### src/rtl/rx_filt_pkg.sv
package rx_filt_pkg;

  typedef struct packed {
    logic startFrame;
    logic captureByte;
    logic decide;
    logic endFrame;
    logic runt;
  } ctlStrobe_t;

  typedef struct packed {
    logic ownBlocked;
    logic runt;
    logic broadcast;
    logic multicast;
    logic filterPass;
  } rxStatus_t;

endpackage

### src/rtl/rx_filt_ctrl.sv
module rx_filt_ctrl
  import rx_filt_pkg::*;
#(
  parameter int ADDR_BYTES = 6
) (
  input  logic       clk,
  input  logic       rstN,
  input  logic       rxValid,
  input  logic       rxSof,
  input  logic       rxEof,
  output ctlStrobe_t str
);
  localparam int CNT_W = $clog2(ADDR_BYTES + 1);
  localparam logic [CNT_W-1:0] LAST = CNT_W'(ADDR_BYTES);

  logic [CNT_W-1:0] byteCnt;
  logic [CNT_W-1:0] countAfter;
  logic             inFrame;
  logic             active;

  always_comb begin
    active = rxValid & (rxSof | inFrame);
    if (rxSof)
      countAfter = CNT_W'(1);
    else if (byteCnt < LAST)
      countAfter = byteCnt + CNT_W'(1);
    else
      countAfter = byteCnt;
    str.startFrame  = rxValid & rxSof;
    str.captureByte = active & (rxSof | (byteCnt < LAST));
    str.decide      = str.captureByte & (countAfter == LAST);
    str.endFrame    = active & rxEof;
    str.runt        = str.endFrame & (countAfter < LAST);
  end

  always_ff @(posedge clk) begin
    if (!rstN) begin
      byteCnt <= '0;
      inFrame <= 1'b0;
    end else if (active) begin
      byteCnt <= countAfter;
      inFrame <= ~rxEof;
    end
  end

endmodule

### src/rtl/rx_filt_dp.sv
module rx_filt_dp
  import rx_filt_pkg::*;
#(
  parameter int ADDR_BYTES = 6
) (
  input  logic                    clk,
  input  logic                    rstN,
  input  ctlStrobe_t              str,
  input  logic [7:0]              rxData,
  input  logic [8*ADDR_BYTES-1:0] stationAddr,
  input  logic                    txEnable,
  input  logic                    cfgPromisc,
  input  logic                    cfgPassMcast,
  input  logic                    cfgInverse,
  input  logic                    cfgRxAll,
  input  logic                    cfgNoRxOwn,
  input  logic                    cfgFullDuplex,
  output logic                    accept,
  output logic                    statusValid,
  output rxStatus_t               status
);
  localparam int ADDR_W = 8 * ADDR_BYTES;

  logic [ADDR_W-1:0] daReg;
  logic [ADDR_W-1:0] daNext;
  logic              txSeen;
  logic              txNow;
  logic              exactMatch;
  logic              perfectMode;
  rxStatus_t         calc;
  logic              acceptCalc;

  generate
    if (ADDR_BYTES > 1) begin : g_shift
      assign daNext = {daReg[ADDR_W-9:0], rxData};
    end else begin : g_single
      assign daNext = rxData;
    end
  endgenerate

  always_comb begin
    txNow       = str.startFrame ? txEnable : txSeen;
    exactMatch  = (daNext == stationAddr);
    perfectMode = ~cfgPromisc & ~cfgPassMcast;
    calc.runt       = 1'b0;
    calc.multicast  = daNext[ADDR_W-8];
    calc.broadcast  = &daNext;
    calc.ownBlocked = cfgNoRxOwn & ~cfgFullDuplex & txNow;
    calc.filterPass = cfgPromisc
                    | (cfgPassMcast & (calc.multicast | exactMatch))
                    | (perfectMode & (exactMatch ^ cfgInverse));
    acceptCalc = ~calc.ownBlocked & (cfgRxAll | calc.filterPass);
  end

  always_ff @(posedge clk) begin
    if (!rstN) begin
      daReg       <= '0;
      txSeen      <= 1'b0;
      accept      <= 1'b0;
      statusValid <= 1'b0;
      status      <= '0;
    end else begin
      statusValid <= str.endFrame;
      if (str.captureByte) daReg <= daNext;
      if (str.startFrame) txSeen <= txEnable;
      if (str.decide)
        accept <= acceptCalc;
      else if (str.startFrame || statusValid)
        accept <= 1'b0;
      if (str.decide)
        status <= calc;
      else if (str.runt)
        status <= '{ownBlocked: 1'b0, runt: 1'b1, broadcast: 1'b0,
                    multicast: 1'b0, filterPass: 1'b0};
    end
  end

endmodule

### src/rtl/rx_addr_filter.sv
module rx_addr_filter
  import rx_filt_pkg::*;
#(
  parameter int ADDR_BYTES = 6
) (
  input  logic                    clk,
  input  logic                    rstN,
  input  logic                    rxValid,
  input  logic                    rxSof,
  input  logic                    rxEof,
  input  logic [7:0]              rxData,
  input  logic [8*ADDR_BYTES-1:0] stationAddr,
  input  logic                    txEnable,
  input  logic                    cfgPromisc,
  input  logic                    cfgPassMcast,
  input  logic                    cfgInverse,
  input  logic                    cfgRxAll,
  input  logic                    cfgNoRxOwn,
  input  logic                    cfgFullDuplex,
  output logic                    accept,
  output logic                    statusValid,
  output logic [4:0]              status
);
  ctlStrobe_t str;
  rxStatus_t  statusWord;

  rx_filt_ctrl #(.ADDR_BYTES(ADDR_BYTES)) u_ctrl (
    .clk(clk), .rstN(rstN), .rxValid(rxValid), .rxSof(rxSof),
    .rxEof(rxEof), .str(str)
  );

  rx_filt_dp #(.ADDR_BYTES(ADDR_BYTES)) u_dp (
    .clk(clk), .rstN(rstN), .str(str), .rxData(rxData),
    .stationAddr(stationAddr), .txEnable(txEnable),
    .cfgPromisc(cfgPromisc), .cfgPassMcast(cfgPassMcast),
    .cfgInverse(cfgInverse), .cfgRxAll(cfgRxAll),
    .cfgNoRxOwn(cfgNoRxOwn), .cfgFullDuplex(cfgFullDuplex),
    .accept(accept), .statusValid(statusValid), .status(statusWord)
  );

  assign status = statusWord;

endmodule

### config.mk
export PLATFORM = sky130hd
export DESIGN_NAME = rx_addr_filter
export DESIGN_NICKNAME = d
export VERILOG_FILES = /design/src/rtl/rx_filt_pkg.sv /design/src/rtl/rx_filt_ctrl.sv /design/src/rtl/rx_filt_dp.sv /design/src/rtl/rx_addr_filter.sv
export SDC_FILE = /design/constraint.sdc
export NUM_CORES = 1
export LEC_CHECK = 0
export ABC_AREA = 1
export BUFFER_PORTS_ARGS = -buffer_cell sky130_fd_sc_hd__buf_4
export CORE_MARGIN = 5
export CORE_UTILIZATION = 45
export DETAILED_ROUTE_END_ITERATION = 6
export PLACE_DENSITY = 0.7
export SYNTH_ARGS = -nofsm -noshare
export SYNTH_HDL_FRONTEND = slang
export SYNTH_SLANG_ARGS = --single-unit
export TNS_END_PERCENT = 1
### constraint.sdc
create_clock -name clk -period 2.07 [get_ports clk]
set_input_delay 0.207 -clock clk [delete_from_list [all_inputs] [get_ports clk]]
set_output_delay 0.207 -clock clk [all_outputs]
set_load 0.1 [all_outputs]
# Yosys cells after proc, flatten, opt, wreduce, memory -nomap -nowiden
# Index checks and enable logic that the tools add are counted.
# totals
regBits	52
output_inout_bits	7
input_bits	68
wordCells	53
# classes
bitwise_logic	25
n_mux	7
n_eq_ne	2
n_reduce_logical	5
n_addsub	1
n_lt_le_gt_ge	2
# ops
operator	count
48-bit == test	1
48-bit AND reduction	1
1-bit bitwise AND	12
5-bit 2-to-1 mux	2
3-bit < comparator, second input constant	2
3-bit 2-to-1 mux	2
1-bit inverter	6
1-bit bitwise OR	6
2-bit nonzero test	2
3-bit by 1-bit adder with 3-bit output, second input constant	1
3-bit == test, second input constant	1
1-bit 2-to-1 mux	3
2-bit OR reduction	1
1-bit logical OR	1
1-bit bitwise XOR	1

# Logic depth before layout (Yosys ltp)
# depth
depth_word	8
mapped_depth	13
mapped_depth_nobuf	13

# Hierarchy
# Synthesis repeated with hierarchy kept, for this count alone.
# hier_totals
cells_unflattened	391
area_unflattened_um2	2737.6
# by_module_without_submodules
mod	area_each_um2	seq_area_each_um2	instances	cells_per_inst
rx_filt_dp	2447.3	960.9	1	349
rx_filt_ctrl	290.3	80.1	1	42

# Worst setup path after synthesis
# Ideal clock, no wire load.
# synth_path
kind	register to register
startpoint	reg u_ctrl.byteCnt[0]
endpoint	reg, netlist name u_dp.status[4]
period_less_slack_ns	1.450
stages_incl_launch_ff	10
arrival_ns	1.362
path_slack_ns	0.620
required_ns	1.982
setup_time_ns	0.088
n_path_buf	0
path_cell_list	dfxtp_1 ha_1 xnor2_1 a21oi_2 nand2_1 nor2_2 nand2_4 clkinv_4 nor2_1 nor4_2
# synth_between
elab_chain_cells	6
word_cells_on_any_way	12
classes_between	1 x add/sub; 2 x order compare; 1 x eq/ne; 3 x mux; 4 x bitwise; 1 x reduce/logical
# synth_lines
item	line	source
start: declaration	rx_filt_ctrl.sv:16	logic [CNT_W-1:0] byteCnt;
start signal: assignment	rx_filt_ctrl.sv:41	byteCnt <= countAfter;
3-bit by 1-bit adder with 3-bit output or 3-bit < comparator (tied branches)	rx_filt_ctrl.sv:26, rx_filt_ctrl.sv:25, rx_filt_ctrl.sv:30	
3-bit 2-to-1 mux	rx_filt_ctrl.sv:25	else if (byteCnt < LAST)
3-bit 2-to-1 mux	rx_filt_ctrl.sv:23	if (rxSof)
3-bit < comparator or 3-bit == test (tied branches)	rx_filt_ctrl.sv:33, rx_filt_ctrl.sv:31	
1-bit bitwise AND, on equally long branches	rx_filt_ctrl.sv:33, rx_filt_ctrl.sv:31	
2-bit nonzero test (no line) or 5-bit 2-to-1 mux (tied branches)	n/a	
# Parallel ways exist; a longest one is shown, timed or not.
# A chain may end at the register's enable or synchronous reset.

# Worst setup path after layout
# layout_path
startpoint	reg u_ctrl.byteCnt[2]
endpoint	reg u_dp.daReg[17]
# layout_between
elab_chain_cells	3
# layout_lines
item	line	source
3-bit < comparator	rx_filt_ctrl.sv:30	str.captureByte = active & (rxSof | (byteCnt < LAST));
1-bit bitwise OR	rx_filt_ctrl.sv:30	
1-bit bitwise AND	rx_filt_ctrl.sv:30	
end signal: assignment	rx_filt_dp.sv:64	if (str.captureByte) daReg <= daNext;
end: declaration	rx_filt_dp.sv:24	logic [ADDR_W-1:0] daReg;
# No other way between the ends.

==> results.sh <==
export IMPL_setup_violations=0
export IMPL_insertion_delay_ns=0.30
export IMPL_wl_met3_um=423
export IMPL_fmax_mhz=630.7
export IMPL_io_pins=75
export IMPL_syn_avg_cell_area_um2=7.137
export IMPL_netlist_instances=385
export IMPL_final_cell_mix="nand2_1, buf_4, nor2_1"
export IMPL_setup_tns_final_ns=0
export IMPL_synth_distinct_cells=27
export IMPL_drc_errors=0
export IMPL_cts_resized=0
export IMPL_start_kind="flip-flop"
export IMPL_path_clk_slew_ns=0.09
export IMPL_die_w_um=88.14
export IMPL_yosys_area_share_adder=0.004554
export IMPL_synth_area_mux_share=0.003643
export IMPL_cp_end_kind="flip-flop"
export IMPL_cts_setup_buffers=0
export IMPL_drive_above_1_share=0.2456
export IMPL_initial_core_util=0.4641
export IMPL_cts_sinks=52
export IMPL_ys_seq_area_frac=0.3789
export IMPL_netlist_area_mm2=0.002748
export IMPL_wl_met2_mm=3.499
export IMPL_power_density_mw_per_mm2=725.1
export IMPL_dieHeight_um=88.14
export IMPL_routed_top_layer="met4"
export IMPL_grt_overflow_total=0
export IMPL_coreArea_mm2=0.005921
export IMPL_clk_path_buf_depth=2
export IMPL_path_common_cell="inv_2"
export IMPL_final_common_cell="nand2_1"
export IMPL_routed_wl_mm=7.202
export IMPL_cp_depth=6
export IMPL_tightest_slew_ns=0.6576
export IMPL_cpMaxStageDelayCell="inv_2"
export IMPL_hold_viol_final=0
export IMPL_status="finished clean"
export IMPL_regArea_mm2=0.001041
export IMPL_ant_nets=0
export IMPL_globalplace_congestion=0.8238
export IMPL_path_cells="nand2_2, inv_2, o21ai_2, inv_2, nor2_1, a211oi_1"
export IMPL_fillers=582
export IMPL_numPlacedInstances=523
export IMPL_hold_buffers=0
export IMPL_reg2regPathDepth=6
export IMPL_crit_family="buffers and inverters"
export IMPL_synth_ff_latch_count=52
export IMPL_antenna_found_initial=0
export IMPL_period_needed_ns=1.585
export IMPL_grt_first_pass_wirelength_mm=11.96
export IMPL_rows=28
export IMPL_cts_made_buffers=5
export IMPL_wl_met1_mm=3.198
export IMPL_cp_num_buf_inv=2
export IMPL_cts_root_buf="clkbuf_8"
export IMPL_finClkSkew_ns=0.006225
export IMPL_portBuffers=74
export IMPL_detail_route_iter0_violations=174
export IMPL_synth_nets=454
export IMPL_hpwlAfterDp_mm=5.554
export IMPL_synth_flop_cell="dfxtp_1"
export IMPL_wire_per_inst_um=13.56
export IMPL_async_flop_share=0
export IMPL_crit_required_ns=2.29
export IMPL_fin_crit_sh=0.7659
export IMPL_nNetsFinal=524
export IMPL_hold_class="input pin to flip-flop"
export IMPL_slew_headroom=0.5610
export IMPL_via_count=2656
export IMPL_crit_fanout=39
export IMPL_finalMaxSlewViolations=0
export IMPL_synth_edf_count=0
export IMPL_dieArea_mm2=0.007769
export IMPL_dr_pass1_iters=4
export IMPL_synth_xor_area_frac=0.1211
export IMPL_fin_util=0.5940
export IMPL_rsz0062_at_grt="false"
export IMPL_syn2layout_area_growth_pct=28.01
export IMPL_first_global_vias=2590
export IMPL_antenna_cells=0
export IMPL_synth_top_family_by_area="simple AND/OR/NAND/NOR gates"
export IMPL_h_tree_depth=2
export IMPL_vdd_ir_drop_worst_mv=0.5559
export IMPL_vias_per_cell=5.002
export IMPL_ys_warn_count=0
export IMPL_synth_compound_area_share=0.1489
export IMPL_path_class="flip-flop to flip-flop"
export IMPL_track_usage=0.1943
export IMPL_cts_tree="done"
export IMPL_yosys_area_share_simple=0.2668
export IMPL_leakagePower_nw=1.539
export IMPL_grt_max_degree=42
export IMPL_fin_cells=531
export IMPL_maxCapViolCount=0
export IMPL_multiInputGateArea_mm2=0.001498
export IMPL_critical_path_max_stage_delay_ns=0.50
export IMPL_r2r_setup_slack_ns=0.48
export IMPL_cp_data_arrival_time_ns=1.80
export IMPL_hold_depth=3
final timing paths:
check,startpoint,end
max reg2reg,u_ctrl.byteCnt[2],u_dp.daReg[17]
max,u_ctrl.byteCnt[2],u_dp.daReg[17]
min reg2reg,u_dp.status[1],u_dp.status[1]
min,rxEof,u_dp.statusValid
state kept, by name, summed over array words and instances (netlist names):
signal,count
u_dp.statusValid,1
u_dp.accept,1
u_dp.txSeen,1
u_dp.status,5
u_ctrl.byteCnt,3
u_ctrl.inFrame,1
u_dp.daReg,40
worst min-delay path, stage by stage:
cell and delay [ns]:
buf_4 0.07, nand2_1 0.05, nor2_1 0.07
logic make-up (layout without fill, tap and decap cells):
logic type      Yosys count  count (layout)
compound gates           69              69
simple gates            171             171
fa+ha+maj                 1               1
xor+xnor                 38              38
flops                    52              52
mux                       1               1
buf+inv                  53             124
metrics by stage:
stage	power (mW)	hold slack, ns	cell area (um^2)	worst slack, ns
finish	2.550	0.1405	3517	0.4846
global route	2.681	0.1492	3517	0.3173
CTS	2.561	0.1368	3517	0.4855
detailed placement	1.637	0.4522	3358	0.4981
global placement	1.630	0.4519	3358	0.5132
floorplan	1.444	0.3347	2748	0.6201
synthesized netlist by cell type, types with 4 or more instances:
cell type,number,area share
nand2_1,82,0.11
nor2_2,7,0.016
a211oi_1,15,0.041
inv_1,27,0.037
o21ai_0,28,0.051
inv_2,12,0.016
clkbuf_1,8,0.011
nand4_1,14,0.032
a21oi_1,21,0.038
xnor2_1,38,0.12
dfxtp_1,52,0.38
nor2_1,56,0.077
buf_2,4,0.0073
layout make-up:
type	instances	share of cell area
multi-input combinational	280	0.4258
clock buffer	5	0.01957
clock inverter	3	0.02561
timing repair buffer	76	0.1622
tap	75	0.02668
inverter	40	0.04411
sequential	52	0.2960
routing by layer:
layer | vias up | GRT usage
li1 | 1384 | -
met1 | 1201 | 0.2576
met2 | 65 | 0.3274
met3 | 6 | 0.03763
met4 | 0 | 0.04533
met5 | - | 0
power breakdown:
group | total (mW) | leakage, nW | internal (mW) | switching [mW]
logic | 0.465 | 1.03 | 0.225 | 0.241
registers | 1.15 | 0.428 | 1.07 | 0.0773
clock network | 0.935 | 0.0784 | 0.604 | 0.331
No activity file was read; power rests on OpenSTA's default activity.
